==> config.mk <==
export PLATFORM = sky130hd
export DESIGN_NAME = opnd_addr_seq
export DESIGN_NICKNAME = d
export VERILOG_FILES = /design/src/rtl/opnd_pkg.sv /design/src/rtl/opnd_src_decode.sv /design/src/rtl/opnd_ea_add.sv /design/src/rtl/opnd_postinc.sv /design/src/rtl/opnd_addr_seq.sv
export SDC_FILE = /design/constraint.sdc
export NUM_CORES = 1
export LEC_CHECK = 0
export ABC_AREA = 1
export ABC_CLOCK_PERIOD_IN_PS = 3400
export BUFFER_PORTS_ARGS = -buffer_cell sky130_fd_sc_hd__buf_2
export CAP_MARGIN = 25
export CORE_ASPECT_RATIO = 0.8
export CORE_MARGIN = 2
export CORE_UTILIZATION = 51
export CTS_BUF_LIST = sky130_fd_sc_hd__clkbuf_8
export DETAILED_ROUTE_END_ITERATION = 6
export PLACE_DENSITY = 0.79
export SETUP_SLACK_MARGIN = 0.3
export SLEW_MARGIN = 20
export SYNTH_ARGS = -nofsm -noshare
export SYNTH_HDL_FRONTEND = slang
export SYNTH_SLANG_ARGS = --single-unit
==> constraint.sdc <==
create_clock -name clk -period 3.4 [get_ports clk]
set_input_delay 0.51 -clock clk [delete_from_list [all_inputs] [get_ports clk]]
set_output_delay 0.51 -clock clk [all_outputs]
set_load 0.02 [all_outputs]
==> src/rtl/opnd_pkg.sv <==
package opnd_pkg;
   localparam int unsigned PC_NUM = 0;
   localparam int unsigned SP_NUM = 1;
   localparam int unsigned SR_NUM = 2;
   localparam int unsigned CG_NUM = 3;

   typedef enum logic [2:0] {
      SK_REG, SK_CONST, SK_INDEX, SK_ABS, SK_INDIR, SK_POSTINC
   } src_kind_e;

   typedef enum logic [2:0] {
      ST_IDLE, ST_SRC, ST_SREQ, ST_SRSP, ST_DST, ST_DONE
   } seq_state_e;
endpackage

==> src/rtl/opnd_src_decode.sv <==
module opnd_src_decode
   import opnd_pkg::*;
#(
   parameter int unsigned DW = 16,
   parameter int unsigned RW = 4
) (
   input  logic [1:0]    mode,
   input  logic [RW-1:0] rnum,
   output src_kind_e     kind,
   output logic [DW-1:0] cval
);
   always_comb begin
      kind = SK_REG;
      cval = '0;
      if (rnum == RW'(CG_NUM)) begin
         kind = SK_CONST;
         case (mode)
            2'b00:   cval = '0;
            2'b01:   cval = DW'(1);
            2'b10:   cval = DW'(2);
            default: cval = '1;
         endcase
      end else if (rnum == RW'(SR_NUM) && mode != 2'b00) begin
         case (mode)
            2'b01:   kind = SK_ABS;
            2'b10: begin kind = SK_CONST; cval = DW'(4); end
            default: begin kind = SK_CONST; cval = DW'(8); end
         endcase
      end else begin
         case (mode)
            2'b00:   kind = SK_REG;
            2'b01:   kind = SK_INDEX;
            2'b10:   kind = SK_INDIR;
            default: kind = SK_POSTINC;
         endcase
      end
   end
endmodule

==> src/rtl/opnd_ea_add.sv <==
module opnd_ea_add #(
   parameter int unsigned DW = 16
) (
   input  logic [DW-1:0] base,
   input  logic [DW-1:0] offs,
   output logic [DW-1:0] sum
);
   // wraps across the address space by width truncation
   assign sum = base + offs;
endmodule

==> src/rtl/opnd_postinc.sv <==
module opnd_postinc
   import opnd_pkg::*;
#(
   parameter int unsigned DW            = 16,
   parameter int unsigned RW            = 4,
   parameter bit          SP_ALWAYS_WORD = 1'b1
) (
   input  logic [RW-1:0] rnum,
   input  logic          byte_op,
   input  logic [DW-1:0] base,
   output logic [DW-1:0] next
);
   logic single;

   generate
      if (SP_ALWAYS_WORD) begin : g_sp_word
         assign single = byte_op && rnum != RW'(PC_NUM) && rnum != RW'(SP_NUM);
      end else begin : g_sp_plain
         assign single = byte_op && rnum != RW'(PC_NUM);
      end
   endgenerate

   assign next = base + (single ? DW'(1) : DW'(2));
endmodule

==> src/rtl/opnd_addr_seq.sv <==
module opnd_addr_seq
   import opnd_pkg::*;
#(
   parameter int unsigned DW   = 16,
   parameter int unsigned NREG = 16,
   localparam int unsigned RW  = $clog2(NREG)
) (
   input  logic          clk,
   input  logic          rst_n,
   input  logic          start,
   input  logic [1:0]    src_mode,
   input  logic [RW-1:0] src_reg,
   input  logic          dst_mode,
   input  logic [RW-1:0] dst_reg,
   input  logic          byte_op,
   input  logic [DW-1:0] pc_in,
   output logic [RW-1:0] rf_raddr,
   input  logic [DW-1:0] rf_rdata,
   input  logic          ext_valid,
   input  logic [DW-1:0] ext_word,
   output logic          ext_ready,
   output logic          mem_req_valid,
   input  logic          mem_req_ready,
   output logic [DW-1:0] mem_req_addr,
   output logic          mem_req_byte,
   input  logic          mem_rsp_valid,
   input  logic [DW-1:0] mem_rsp_data,
   output logic          wb_en,
   output logic [RW-1:0] wb_reg,
   output logic [DW-1:0] wb_data,
   output logic          done,
   output logic [DW-1:0] src_val,
   output logic [DW-1:0] dst_addr,
   output logic          dst_is_reg
);
   localparam logic [DW-1:0] WSTEP = DW'(2);

   generate
      if (DW < 8 || (DW % 8) != 0) begin : g_bad_dw
         $error("opnd_addr_seq: DW must be a multiple of 8");
      end
      if (NREG < 4 || (1 << RW) != NREG) begin : g_bad_nreg
         $error("opnd_addr_seq: NREG must be a power of two, at least 4");
      end
   endgenerate

   seq_state_e    state_q;
   logic [1:0]    smode_q;
   logic [RW-1:0] sreg_q, dreg_q;
   logic          dmode_q, byte_q, pinc_q, dreg_flag_q;
   logic [DW-1:0] pc_q, addr_q, inc_q, sval_q, daddr_q;

   src_kind_e     kind;
   logic [DW-1:0] cval, reg_val, dst_base, ea_base, ea_sum, inc_val;

   opnd_src_decode #(.DW(DW), .RW(RW)) u_dec (
      .mode(smode_q), .rnum(sreg_q), .kind(kind), .cval(cval));

   // register read: program counter is tracked locally
   assign rf_raddr = (state_q == ST_DST) ? dreg_q : sreg_q;
   assign reg_val  = (rf_raddr == RW'(PC_NUM)) ? pc_q : rf_rdata;

   // forward a post-incremented value to a same-register destination
   assign dst_base = (pinc_q && dreg_q == sreg_q && dreg_q != RW'(PC_NUM)) ? inc_q : reg_val;
   assign ea_base  = (state_q == ST_DST) ? dst_base :
                     (kind == SK_ABS)    ? '0       : reg_val;

   opnd_ea_add #(.DW(DW)) u_add (.base(ea_base), .offs(ext_word), .sum(ea_sum));

   opnd_postinc #(.DW(DW), .RW(RW), .SP_ALWAYS_WORD(1'b1)) u_inc (
      .rnum(sreg_q), .byte_op(byte_q), .base(reg_val), .next(inc_val));

   assign ext_ready     = (state_q == ST_SRC && (kind == SK_INDEX || kind == SK_ABS)) ||
                          (state_q == ST_DST && dmode_q);
   assign mem_req_valid = (state_q == ST_SREQ);
   assign mem_req_addr  = addr_q;
   assign mem_req_byte  = byte_q;
   assign wb_en         = (state_q == ST_SREQ) && mem_req_ready && pinc_q;
   assign wb_reg        = sreg_q;
   assign wb_data       = inc_q;
   assign done          = (state_q == ST_DONE);
   assign src_val       = sval_q;
   assign dst_addr      = daddr_q;
   assign dst_is_reg    = dreg_flag_q;

   always_ff @(posedge clk or negedge rst_n) begin
      if (!rst_n) begin
         state_q     <= ST_IDLE;
         smode_q     <= '0;
         sreg_q      <= '0;
         dreg_q      <= '0;
         dmode_q     <= 1'b0;
         byte_q      <= 1'b0;
         pinc_q      <= 1'b0;
         dreg_flag_q <= 1'b0;
         pc_q        <= '0;
         addr_q      <= '0;
         inc_q       <= '0;
         sval_q      <= '0;
         daddr_q     <= '0;
      end else begin
         case (state_q)
            ST_IDLE: if (start) begin
               smode_q <= src_mode;
               sreg_q  <= src_reg;
               dmode_q <= dst_mode;
               dreg_q  <= dst_reg;
               byte_q  <= byte_op;
               pc_q    <= pc_in;
               pinc_q  <= 1'b0;
               state_q <= ST_SRC;
            end
            ST_SRC: begin
               case (kind)
                  SK_REG: begin
                     sval_q  <= reg_val;
                     state_q <= ST_DST;
                  end
                  SK_CONST: begin
                     sval_q  <= cval;
                     state_q <= ST_DST;
                  end
                  SK_INDEX, SK_ABS: if (ext_valid) begin
                     addr_q  <= ea_sum;
                     pc_q    <= pc_q + WSTEP;
                     state_q <= ST_SREQ;
                  end
                  SK_INDIR: begin
                     addr_q  <= reg_val;
                     state_q <= ST_SREQ;
                  end
                  default: begin
                     addr_q  <= reg_val;
                     inc_q   <= inc_val;
                     pinc_q  <= 1'b1;
                     state_q <= ST_SREQ;
                  end
               endcase
            end
            ST_SREQ: if (mem_req_ready) begin
               if (pinc_q && sreg_q == RW'(PC_NUM)) pc_q <= inc_q;
               state_q <= ST_SRSP;
            end
            ST_SRSP: if (mem_rsp_valid) begin
               sval_q  <= mem_rsp_data;
               state_q <= ST_DST;
            end
            ST_DST: begin
               if (!dmode_q) begin
                  dreg_flag_q <= 1'b1;
                  daddr_q     <= '0;
                  state_q     <= ST_DONE;
               end else if (ext_valid) begin
                  dreg_flag_q <= 1'b0;
                  daddr_q     <= ea_sum;
                  pc_q        <= pc_q + WSTEP;
                  state_q     <= ST_DONE;
               end
            end
            default: state_q <= ST_IDLE;
         endcase
      end
   end
endmodule

* Yosys cells after proc, flatten, opt, wreduce, memory -nomap -nowiden
Index checks and enable logic that the tools add are counted.
** Storage, ports and cells
- Bits in registers :: 97
- Output and inout bits :: 78
- Word-level logic and storage cells :: 119
** Operators by class
- Bitwise operators :: 2
- Reduce and logical (&&, ||, !) cells :: 34
- $add $sub $neg :: 3
- Multiplexer cells :: 40
- Equal/unequal tests :: 27
** Operators by type and width (count)
- $mux W16 :: 15
- $pmux W16 S2 :: 3
- $pmux W16 S4 :: 1
- $pmux W16 S3 :: 1
- $add A16 B16 Y16 :: 2
- $mux W3 :: 8
- $add A16 B2 Y16 const B :: 1
- $pmux W3 S5 :: 1
- $eq A3 B2 Y1 const B :: 4
- $ne A2 B2 Y1 const B :: 6
- $reduce_bool A4 Y1 :: 3
- $logic_and A1 B1 Y1 :: 10
- $eq A3 B3 Y1 const B :: 3
- $pmux W3 S3 :: 1
- $reduce_and A3 Y1 :: 3
- $eq A4 B2 Y1 const B :: 2
- $logic_not A4 Y1 :: 2
- $pmux W4 S2 :: 1
- $eq A3 B1 Y1 const B :: 2
- $logic_not A3 Y1 :: 2
- $ne A2 B1 Y1 const B :: 3
- $ne A3 B3 Y1 const B :: 2
- $pmux W3 S2 :: 1
- $reduce_and A2 Y1 :: 3
- 17 further kinds :: 26

* Longest topological paths before layout
Gate-level depths: netlist of the first run.
- Depth in word-level cells :: 10
- Gate-level depth with buffers :: 26
- Gate-level depth less buffers :: 24

* Modules after synthesis
Synthesis of the first run repeated with hierarchy kept, for this count alone.
** Second synthesis, totals
- Cell total of the unflattened synthesis :: 1036
- Area, all modules :: 7325.8 um^2
** Modules (own cells, without submodules)
- opnd_addr_seq :: times used 1, seq. area each 2427.3 um^2, cells an instance 744, area an instance 5731.7 um^2
- opnd_ea_add :: times used 1, seq. area each 0.0 um^2, cells an instance 176, area an instance 930.9 um^2
- opnd_postinc :: times used 1, seq. area each 0.0 um^2, cells an instance 76, area an instance 401.6 um^2
- opnd_src_decode :: times used 1, seq. area each 0.0 um^2, cells an instance 40, area an instance 261.5 um^2

* Worst setup path after synthesis of the first run
OpenSTA, ideal clock, no wires.
- Path type :: flip-flop to flip-flop
- Start point :: reg state_q[0]
- End point :: reg addr_q[12] (netlist: mem_req_addr[12])
- Buffers on the path :: 1
- Cell stages (with the launch flop) :: 25
- Data arrival time :: 3293 ps
- Data required time :: 3317 ps
- Path slack :: 25 ps
- Cells stage by stage :: dfrtp_1 -> nor2_4 -> nand2_4 -> nand2_1 -> nand2_1 -> nor2_8 -> nand2_4 -> buf_4 -> o21ai_1 -> nand2_1 -> o21ai_0 -> ha_1 -> inv_1 -> fa_1 -> nand3b_1 -> nand2_1 -> a21oi_1 -> inv_1 -> nand2_1 -> nand2_1 -> nand2_1 -> nand2_1 -> xor2_1 -> nor2_1 -> o21ai_0
** Between the ends
- Cells in the longest elaborated chain, start to end :: 9
- Elaborated cells between the ends (all ways) :: 12
- Those cells by class :: 1 x add/sub; 2 x eq/ne; 7 x mux; 2 x reduce/logical
** Ends and longest elaborated chain
- start: declaration :: line opnd_addr_seq.sv:47 : seq_state_e state_q;
- start signal: assignment :: line opnd_addr_seq.sv:88 : state_q <= ST_IDLE;
- start signal: assignment :: line opnd_addr_seq.sv:111 : state_q <= ST_SRC;
- start signal: assignment :: line opnd_addr_seq.sv:117 : state_q <= ST_DST;
- $eq A3 B3 Y1 * :: line opnd_addr_seq.sv:60 : assign rf_raddr = (state_q == ST_DST) ? dreg_q : sreg_q;
- $mux W4 * :: line opnd_addr_seq.sv:60
- via rf_raddr[1] :: line opnd_addr_seq.sv:17 : output logic [RW-1:0] rf_raddr,
- $logic_not A4 Y1 * :: line opnd_addr_seq.sv:61 : assign reg_val = (rf_raddr == RW'(PC_NUM)) ? pc_q : rf_rdata;
- $mux W16 * :: line opnd_addr_seq.sv:61
- $mux W16, on equally long branches :: line opnd_addr_seq.sv:66, opnd_addr_seq.sv:64
- $mux W16 :: line opnd_addr_seq.sv:65 : assign ea_base = (state_q == ST_DST) ? dst_base :
- $add A16 B16 Y16 :: line opnd_ea_add.sv:9 : assign sum = base + offs;
- $mux W16 :: line opnd_addr_seq.sv:123 : SK_INDEX, SK_ABS: if (ext_valid) begin
- $pmux W16 S2 * :: line opnd_addr_seq.sv:114 : case (kind)
- end signal: assignment :: line opnd_addr_seq.sv:124 : addr_q <= ea_sum;
- end signal: assignment :: line opnd_addr_seq.sv:129 : addr_q <= reg_val;
- end signal: assignment :: line opnd_addr_seq.sv:133 : addr_q <= reg_val;
- end: declaration :: line opnd_addr_seq.sv:51 : logic [DW-1:0] pc_q, addr_q, inc_q, sval_q, daddr_q;
Mark *: on every way through the listed nets, which the timed path passes. The rest lies on a longest branch. The select of a mux whose other input is x is not followed.
A chain may end at the register's enable or synchronous reset.

* Worst setup path in the final report of the first run
- Start point :: reg state_q[1]
- End point :: reg addr_q[9] (netlist: mem_req_addr[9])
** Between the ends
- Cells in the longest elaborated chain, start to end :: 9
- Elaborated cells between the ends (all ways) :: 12
- Those cells by class :: 1 x add/sub; 2 x eq/ne; 7 x mux; 2 x reduce/logical
** Ends and longest elaborated chain (line)
- $eq A3 B3 Y1 :: opnd_addr_seq.sv:60, opnd_addr_seq.sv:65
- $mux W4 :: opnd_addr_seq.sv:60
- $logic_not A4 Y1 :: opnd_addr_seq.sv:61
- $mux W16 :: opnd_addr_seq.sv:61
- $mux W16, on equally long branches :: opnd_addr_seq.sv:66, opnd_addr_seq.sv:64
- $mux W16 :: opnd_addr_seq.sv:65
- $add A16 B16 Y16 :: opnd_ea_add.sv:9
- $mux W16 :: opnd_addr_seq.sv:123
- $pmux W16 S2 :: opnd_addr_seq.sv:114
Parallel ways exist; a longest one is shown, timed or not. The select of a mux whose other input is x is not followed.

==> results of run 1 <==
-- through the flow --
step                      setup TNS [ps]  cell area [um2]  total power [mW]  util (%)  instances
after global routing              -158.7             9184             11.77     71.10       1356
after CTS                              0             8493             9.674     65.76       1329
after floorplan                        0             6815             6.472         -        951
after detailed placement          -75.83             7934             8.298     61.43       1288
after global placement                 0             7934             8.227     61.43       1288
final                                  0             9184             11.03     71.10       1356
-- layout make-up --
class / instances / share of cell area [%]
clock buffers: 9 / 1.349
well taps: 175 / 2.384
clock inverters: 7 / 0.9264
flip-flops and latches: 97 / 26.44
repair buffers: 246 / 17.17
multi-input cells: 714 / 47.21
inverters: 108 / 4.523
-- path summary, 6_finish.rpt --
| check | endpoint | slack (ps) | depth (start not counted) |
|---|---|---|---|
| min in group clk | mem_req_byte | 300 | 3 |
| max in group asynchronous | mem_req_addr[10] | 2550 | 2 |
| max reg2reg | mem_req_addr[9] | 130 | 18 |
| min reg2reg | mem_req_addr[7] | 480 | 2 |
| min | dreg_q[0] | 130 | 1 |
| max | mem_req_addr[9] | 130 | 18 |
-- layout by cell type (no fill, tap or decap), types with 6 or more instances in the layout --
| cell type | netlist | layout |
|---|---|---|
| nand2_1 | 294 | 269 |
| buf_2 | 8 | 158 |
| dfrtp_1 | 97 | 96 |
| inv_1 | 98 | 89 |
| buf_4 | 4 | 72 |
| o21ai_0 | 76 | 63 |
| nor2_1 | 62 | 57 |
| nand3_1 | 65 | 57 |
| nand2_2 | 9 | 29 |
| a21oi_1 | 36 | 27 |
| o211ai_1 | 20 | 20 |
| ha_1 | 24 | 14 |
| nand2_4 | 8 | 12 |
| inv_2 | 5 | 12 |
| o21ai_1 | 9 | 10 |
| buf_6 | 5 | 10 |
| nor2_4 | 4 | 9 |
| nand4_1 | 9 | 9 |
| nand3_2 | 1 | 9 |
| ha_4 | 0 | 9 |
| clkbuf_8 | 0 | 9 |
| nand3b_1 | 8 | 8 |
| a41oi_1 | 8 | 8 |
| nor2_2 | 7 | 7 |
| o21ai_4 | 0 | 7 |
| a31oi_1 | 7 | 6 |
| nor3_1 | 8 | 6 |
| a21oi_2 | 0 | 6 |
-- worst max-delay path, cell delays in order (launching register included) --
cell	delay, ps
dfrtp_1	420
nor2_4	180
nand2_4	120
nor2_2	130
nand4_1	130
nor2_4	250
clkinv_4	110
buf_6	160
o22ai_4	170
ha_4	240
a21oi_1	180
nand2_1	140
a21oi_4	240
o21ai_4	100
nand2_1	70
nand2_1	80
xor2_2	260
nor2_1	60
o21ai_0	150
-- layer usage --
| metal | track usage (%) | vias up |
|---|---|---|
| li1 | - | 3579 |
| met1 | 44.42 | 3680 |
| met2 | 49.26 | 473 |
| met3 | 5.674 | 89 |
| met4 | 9.601 | 0 |
| met5 | 0 | - |
-- timing repair --
action,CTS,global route
pin swaps,29,50
gates resized for setup,46,98
buffers inserted,23,26
cloned,2,1
endpoints found under the setup margin,18,28
-- logic make-up (layout without fill, tap and decap cells) --
| kind of cell | count (synthesis) | count (layout) | share of synthesized area [%] |
|---|---|---|---|
| XOR/XNOR | 13 | 13 | 1.685 |
| buffers and inverters | 140 | 370 | 8.702 |
| adder cells (fa/ha/maj) | 26 | 26 | 5.036 |
| AND/OR/NAND/NOR | 487 | 487 | 32.22 |
| flip-flops | 97 | 97 | 35.92 |
| AO/OA/AOI/OAI | 188 | 188 | 16.44 |
-- report_power, final --
group / total, mW / leakage (nW) / internal (mW) / switching (mW)
Clock: 0.834 / 0.0999 / 0.354 / 0.479
Combinational: 7.95 / 3.46 / 3.11 / 4.84
Sequential: 2.24 / 1.19 / 1.71 / 0.536
Total: 11.0 / 4.75 / 5.17 / 5.86
==> flow_summary_export.csv, run 1 <==
group,metric,value,unit
final_layout,antenna_cells,0,
routing,first_pass_iters,6,
final_layout,area_delta_synth_final,35.90,%
global_routing,grt_pass1_wl,35170,um
power_and_ir_drop,peakVddDrop,632.8,uV
routing,m1WireLength,9829,um
setup_path,crit_fanout,7,
cts,cts_buffer_depth,2,
status,status,"complete, no violations",
routing,wl_met2,10800,um
routing,drt_iter0_drc,884,
routing,routed_wl,23780,um
power_and_ir_drop,power_density,1201,mW/mm2
worst_hold_path,min_path_type,"in2async",
sta,worst_slew_pin_slew,760.0,ps
logic_synthesis,ys_top_cells_by_area,"dfrtp_1, nand2_1, o21ai_0",
floorplanning,fp-row-count,37,
flow_run,max_cap_violations,0,
place,place_congestion,0.9958,
power_and_ir_drop,leakage,4.747,nW
logic_synthesis,synth.top_cells.by_count,"nand2_1, inv_1, dfrtp_1",
logic_synthesis,yosys.area.top_type,"dfrtp_1",
cts,clock_sinks,97,
logic_synthesis,synth_nets,1059,
logic_synthesis,ys.flop_type,"dfrtp_1",
routing,drc,0,
global_routing,grt_pass1_vias,6930,
logic_synthesis,synth-seq-cells,97,
setup_path,critPathLaunch,"state_q[1]",
setup_path,required,3720,ps
sta,slew_headroom,49.28,%
setup_path,cp.arrival,3600,ps
logic_synthesis,synth_area,0.006758,mm2
logic_synthesis,yosysWarnings,0,
routing,topRoutingLayerUsed,"met4",
sta,drv_slew,0,
sta,rsz0062_at_grt,"yes",
logic_synthesis,syn_inst,951,
logic_synthesis,synth_top_area_share,35.92,%
logic_synthesis,synth_most_common_cell,"nand2_1",
setup_path,start_kind,"flip-flop",
global_routing,grt_remaining_overflow,0,
sta,fmax,305.4,MHz
cts,htreeDepth,3,
floorplanning,fp.dieW,132.7,um
final_layout,nFillCells,1021,
final_layout,seq_area,0.002429,mm2
logic_synthesis,synth-edff-count,0,
sta,whs,133.0,ps
place,pre_cts_slack,-56.30,ps
place,dpl.hpwl,16750,um
sta,layout_min_cycle_time,3274,ps
routing,wl_per_cell,17.54,um
setup_path,worstSetupPathType,"reg2reg",
logic_synthesis,seq_area_frac_synth,35.92,%
cts,cts-root-buf,"clkbuf_8",
routing,dr_total_vias,7821,
final_layout,fin_nets,1284,
cts,numCtsBuffers,9,
floorplanning,die_h,107.0,um
cts,path_clk_slew,110,ps
routing,ant_nets,0,
final_layout,drive_gt1_share,34.21,%
sta,period_share,96.30,%
global_routing,grt_max_degree,51,
floorplanning,start_util,52.32,%
place,portBuffers,159,
floorplanning,ios,160,
sta,skew,15.62,ps
floorplanning,core,0.01292,mm2
logic_synthesis,syn_avg_cell_area,7.106,um2
logic_synthesis,ys_types,49,
global_routing,antenna_found_initial,0,
routing,wl_met3,2319,um
floorplanning,die_area,0.01419,mm2
sta,report.final.hold_viol_count,0,
setup_path,crit_path_end_kind,"flip-flop",
logic_synthesis,async_flop_share,100.0,%
sta,finalSetupViolCount,0,
cts,cts_hold_buf,0,
routing,via_per_inst,5.768,
final_layout,multiInputGateArea,0.004335,mm2
sta,fin_ws,125.9,ps
cts,insertion_delay,400,ps
global_routing,gr-usage-all-layers,31.39,%
setup_path,rr_startpoint,"state_q[1]",
cts,cts_tree,"yes",
(Power assumes the default switching activity.)
==> run 2: changes to the inputs <==
- BUFFER_PORTS_ARGS: -buffer_cell sky130_fd_sc_hd__buf_2 -> default
- CORE_UTILIZATION: 51 -> 59
- DONT_BUFFER_PORTS: default -> 1
- PLACE_DENSITY: 0.79 -> 0.78
==> flow_summary_export.csv, run 2 (same netlist as run 1, synthesis figures left out) <==
group,metric,value,unit
final_layout,fin_nets,1147,
sta,report.final.hold_viol_count,0,
setup_path,cp.arrival,3590,ps
final_layout,antenna_cells,0,
routing,ant_nets,0,
routing,dr_total_vias,7131,
floorplanning,fp-row-count,34,
setup_path,required,3710,ps
status,violations,"DRC",
sta,fmax,305.4,MHz
global_routing,grt_pass1_wl,32860,um
sta,layout_min_cycle_time,3275,ps
setup_path,r2r_cells,21,
power_and_ir_drop,power_density,1236,mW/mm2
final_layout,drive_gt1_share,23.08,%
cts,numCtsBuffers,9,
floorplanning,start_util,61.33,%
global_routing,gr-usage-all-layers,34.63,%
place,portBuffers,0,
floorplanning,die_area,0.01233,mm2
sta,finalSetupViolCount,0,
sta,skew,15.68,ps
place,post-place-cells,1108,
final_layout,final_common_cell,"nand2_1",
power_and_ir_drop,leakage,4.117,nW
sta,drv_slew,0,
final_layout,design_area,0.008250,mm2
routing,drt_iter0_drc,831,
status,status,"finished with violations",
setup_path,worstSetupPathType,"reg2reg",
worst_hold_path,min_path_type,"in2async",
final_layout,area_delta_synth_final,22.09,%
power_and_ir_drop,p_total,10.20,mW
place,dpl.hpwl,15630,um
setup_path,regToRegSetupSlack,130,ps
routing,drc,29,
setup_path,start_kind,"flip-flop",
floorplanning,fp.dieW,123.7,um
cts,path_clk_slew,100,ps
routing,first_pass_iters,7,
sta,slew_headroom,58.38,%
global_routing,grt_max_degree,98,
cts,cts_buffer_depth,2,
final_layout,finalNonFillerCells,1188,
setup_path,reg2reg_to,"dst_addr[15]",
place,place_congestion,0.9459,
power_and_ir_drop,peakVddDrop,638.1,uV
routing,routed_wl,22210,um
global_routing,grt_pass1_vias,6339,
floorplanning,core,0.01102,mm2
routing,via_per_inst,6.003,
cts,cts-root-buf,"clkbuf_8",
flow_run,max_cap_violations,0,
setup_path,crit_path_end_kind,"flip-flop",
sta,period_share,96.31,%
sta,worst_slew_pin_slew,624.4,ps
setup_path,crit_fanout,6,
cts,cts_tree,"yes",
routing,wl_per_cell,18.70,um
cts,insertion_delay,390,ps
global_routing,antenna_found_initial,0,
cts,htreeDepth,3,
cts,clock_sinks,97,
final_layout,nFillCells,836,
floorplanning,ios,160,
sta,setup_tns,0,ps
place,place_area,0.007159,mm2
floorplanning,die_h,99.73,um
sta,rsz0062_at_grt,"yes",
final_layout,final_cell_mix,"nand2_1, dfrtp_1, buf_4",
global_routing,grt_remaining_overflow,0,
setup_path,rr_startpoint,"wb_reg[0]",
## run 2: cell types whose count changed in the layout (fill, tap and decap cells not counted), sizes merged
cell / delta
bufbuf: +1
bufinv: -1
clkbuf: -1
buf: -139
inv: +1
nand2: +2
## run 2: what timing repair did
item | 4_1_cts | 5_1_grt
buffers inserted | 36 | 23
endpoints found under the hold margin | 97 | 0
pin swaps | 21 | 38
hold buffers | 1 | 0
resized for setup | 57 | 46
endpoints found under the setup margin | 22 | 29
gates cloned | 4 | 0
## run 2: worst max-delay path by stage
stage                from          endpoint  slack, ps  cells past startpoint
2_1_floorplan  state_q[1]  mem_req_addr[12]        280                     25
3_3_place_gp   smode_q[0]  mem_req_addr[15]        -20                     22
3_5_place_dp   state_q[1]  mem_req_addr[12]       -160                     23
4_1_cts        state_q[0]  mem_req_addr[12]        210                     21
5_1_grt        state_q[1]  mem_req_addr[13]        -10                     21
6_report        wb_reg[0]      dst_addr[15]        130                     21
## run 2: critical path: stages (launching register included)
cell and delay, ps:
dfrtp_2 500, inv_1 110, nand2_1 70, a21oi_1 240, nor2_4 80, buf_4 150
nor2_4 140, inv_4 80, buf_12 140, buf_4 140, o21ai_4 180, ha_4 240
a21oi_2 160, o21bai_1 80, a21oi_1 190, o21ai_2 100, a21oi_2 170, inv_1 60
nand3_1 70, nand2_1 70, buf_4 130, o21ai_1 110
## run 2: power by group
group          total (mW)  internal, mW  leakage (nW)  switching (mW)
Sequential           2.71          1.71          1.19            1.01
Clock               0.742         0.280        0.0901           0.462
Combinational        6.75          2.65          2.84            4.09
## run 2: cell type report
cell class                      instances  area (um2)  area share, %
Clock buffer                            9       123.9          1.501
Clock inverter                          7       60.06         0.7279
Inverter                              108       412.9          5.005
Multi-Input combinational cell        716        4106          49.77
Sequential cell                        97        2430          29.45
Tap cell                              144       180.2          2.184
Timing Repair Buffer                  107       937.1          11.36
## run 2: per-stage QoR
step                setup WS [ps]  hold slack (ps)  utilization [%]
detailed placement         -158.9            216.9            64.98
finish                      125.4            25.18            74.88
floorplan                   283.6            214.4                -
global route               -14.47            71.74            74.88
global placement           -21.73            217.2            64.98
CTS                         208.3            56.71            71.95
## run 2: routing by layer
| metal | part of all wire, % | vias up | GRT usage, % |
|---|---|---|---|
| met5 | 0 | - | 0 |
| met4 | 3.6 | 0 | 11.89 |
| met3 | 11 | 77 | 8.888 |
| met2 | 45 | 444 | 52.45 |
| met1 | 40 | 3301 | 48.19 |
| li1 | - | 3309 | - |
==> run 3: changes to the inputs <==
- CORE_ASPECT_RATIO: 0.8 -> default
==> flow_summary_export.csv, run 3 (same netlist as run 1, synthesis figures left out) <==
group,metric,value,unit
power_and_ir_drop,leakage,4.041,nW
flow_run,max_cap_violations,0,
setup_path,crit_path_end_kind,"flip-flop",
floorplanning,die_area,0.01233,mm2
routing,ant_nets,0,
place,place_congestion,0.9642,
routing,routed_wl,21920,um
global_routing,antenna_found_initial,0,
setup_path,start_kind,"flip-flop",
setup_path,r2r_cells,23,
global_routing,grt_pass1_wl,31950,um
floorplanning,fp-row-count,39,
final_layout,final_cell_mix,"nand2_1, dfrtp_1, inv_1",
power_and_ir_drop,power_density,1255,mW/mm2
final_layout,nFillCells,863,
sta,drv_slew,0,
routing,drt_iter0_drc,821,
worst_hold_path,min_path_type,"in2async",
setup_path,rr_startpoint,"wb_reg[3]",
cts,numCtsBuffers,9,
sta,rsz0062_at_grt,"yes",
place,portBuffers,0,
sta,setup_tns,0,ps
final_layout,seq_area,0.002429,mm2
place,pre_cts_slack,-119.4,ps
routing,drc,0,
cts,cts-root-buf,"clkbuf_8",
setup_path,worstSetupPathType,"reg2reg",
global_routing,gr-usage-all-layers,32.47,%
power_and_ir_drop,peakVddDrop,677.7,uV
final_layout,design_area,0.008260,mm2
setup_path,reg2reg_to,"mem_req_addr[12]",
cts,htreeDepth,3,
sta,worst_slew_pin_slew,693.3,ps
cts,insertion_delay,400,ps
final_layout,drive_gt1_share,23.58,%
global_routing,grt_max_degree,98,
floorplanning,ios,160,
sta,slew_headroom,53.73,%
place,place_area,0.007078,mm2
status,status,"complete, no violations",
cts,clock_sinks,97,
cts,path_clk_slew,100,ps
global_routing,grt_pass1_vias,6223,
sta,period_share,96.88,%
power_and_ir_drop,p_total,10.37,mW
routing,via_per_inst,5.981,
final_layout,antenna_cells,0,
sta,report.final.hold_viol_count,0,
final_layout,final_common_cell,"nand2_1",
cts,cts_buffer_depth,2,
floorplanning,die_h,111.0,um
sta,finalSetupViolCount,0,
setup_path,regToRegSetupSlack,110,ps
setup_path,crit_fanout,5,
place,dpl.hpwl,15180,um
routing,first_pass_iters,5,
setup_path,required,3730,ps
final_layout,area_delta_synth_final,22.24,%
global_routing,grt_remaining_overflow,0,
floorplanning,core,0.01132,mm2
setup_path,cp.arrival,3630,ps
final_layout,fin_nets,1126,
sta,skew,11.35,ps
cts,cts_tree,"yes",
final_layout,multiInputGateArea,0.004293,mm2
floorplanning,fp.dieW,111.0,um
sta,layout_min_cycle_time,3294,ps
routing,wl_per_cell,18.81,um
sta,fin_ws,106.0,ps
floorplanning,start_util,59.69,%
sta,fmax,303.6,MHz
routing,dr_total_vias,6968,
run 3: cell count changes in the layout (fill, tap and decap cells not counted), sizes merged:
| cell | delta |
|---|---|
| nand2 | -2 |
| bufinv | +1 |
| inv | -4 |
| clkinvlp | -1 |
| buf | -18 |
| clkbuf | +2 |
| bufbuf | -2 |
| clkinv | +2 |
run 3: final cells by class:
cell class | count | share of cell area, %
Clock buffer | 10 | 1.666
Tap cell | 143 | 2.166
Inverter | 108 | 4.968
Sequential cell | 97 | 29.40
Timing Repair Buffer | 88 | 9.149
Multi-Input combinational cell | 714 | 51.97
Clock inverter | 5 | 0.6816
run 3: timing repair:
item	4_1_cts	5_1_grt
endpoints found under the hold margin	97	0
pin swaps	20	52
gates resized for setup	40	92
hold buffers	1	0
setup endpoints to repair	21	28
buffers inserted	22	27
cloned	1	1
run 3: metal layers:
| layer | track usage (%) | vias up | wire [um] |
|---|---|---|---|
| li1 | - | 3253 | - |
| met1 | 45.13 | 3274 | 8943 |
| met2 | 50.27 | 374 | 9960 |
| met3 | 6.342 | 67 | 2083 |
| met4 | 13.09 | 0 | 930 |
| met5 | 0 | - | 0 |
run 3: worst max path at each step:
stage                           from                to  cells past startpoint
after global routing       wb_reg[3]  mem_req_addr[12]                     23
after global placement    state_q[1]  mem_req_addr[12]                     21
after CTS                 state_q[0]  mem_req_addr[12]                     23
after detailed placement  smode_q[0]  mem_req_addr[15]                     22
final                      wb_reg[3]  mem_req_addr[12]                     23
after floorplan           state_q[1]  mem_req_addr[12]                     25
run 3: critical path, stage by stage, from the launching register on:
cell and delay, ps:
dfrtp_1 400, buf_6 150, inv_1 80, nand2_1 80
nand2_1 50, nor2_1 80, nand4_1 140, nor2_4 240
clkinv_4 120, o21ai_1 170, ha_2 220, inv_2 40
fa_2 330, nand3b_1 190, nand2_2 130, a21oi_4 80
inv_2 60, nand2_2 70, nand2_4 100, nand2_4 60
nand2_4 80, xor2_4 200, nor2_1 60, o21ai_1 110
run 3: where the power goes:
| group | internal [mW] | total (mW) | switching (mW) |
|---|---|---|---|
| clock network | 0.355 | 0.785 | 0.431 |
| registers | 1.70 | 2.72 | 1.02 |
| logic | 2.69 | 6.86 | 4.17 |
run 3: per-stage QoR:
step	std cells	hold slack (ps)	utilization [%]
detailed placement	1098	218.2	62.52
CTS	1137	57.28	67.54
global placement	1098	218.5	62.52
finish	1165	24.14	72.97
floorplan	951	214.4	-
global route	1165	71.61	72.97
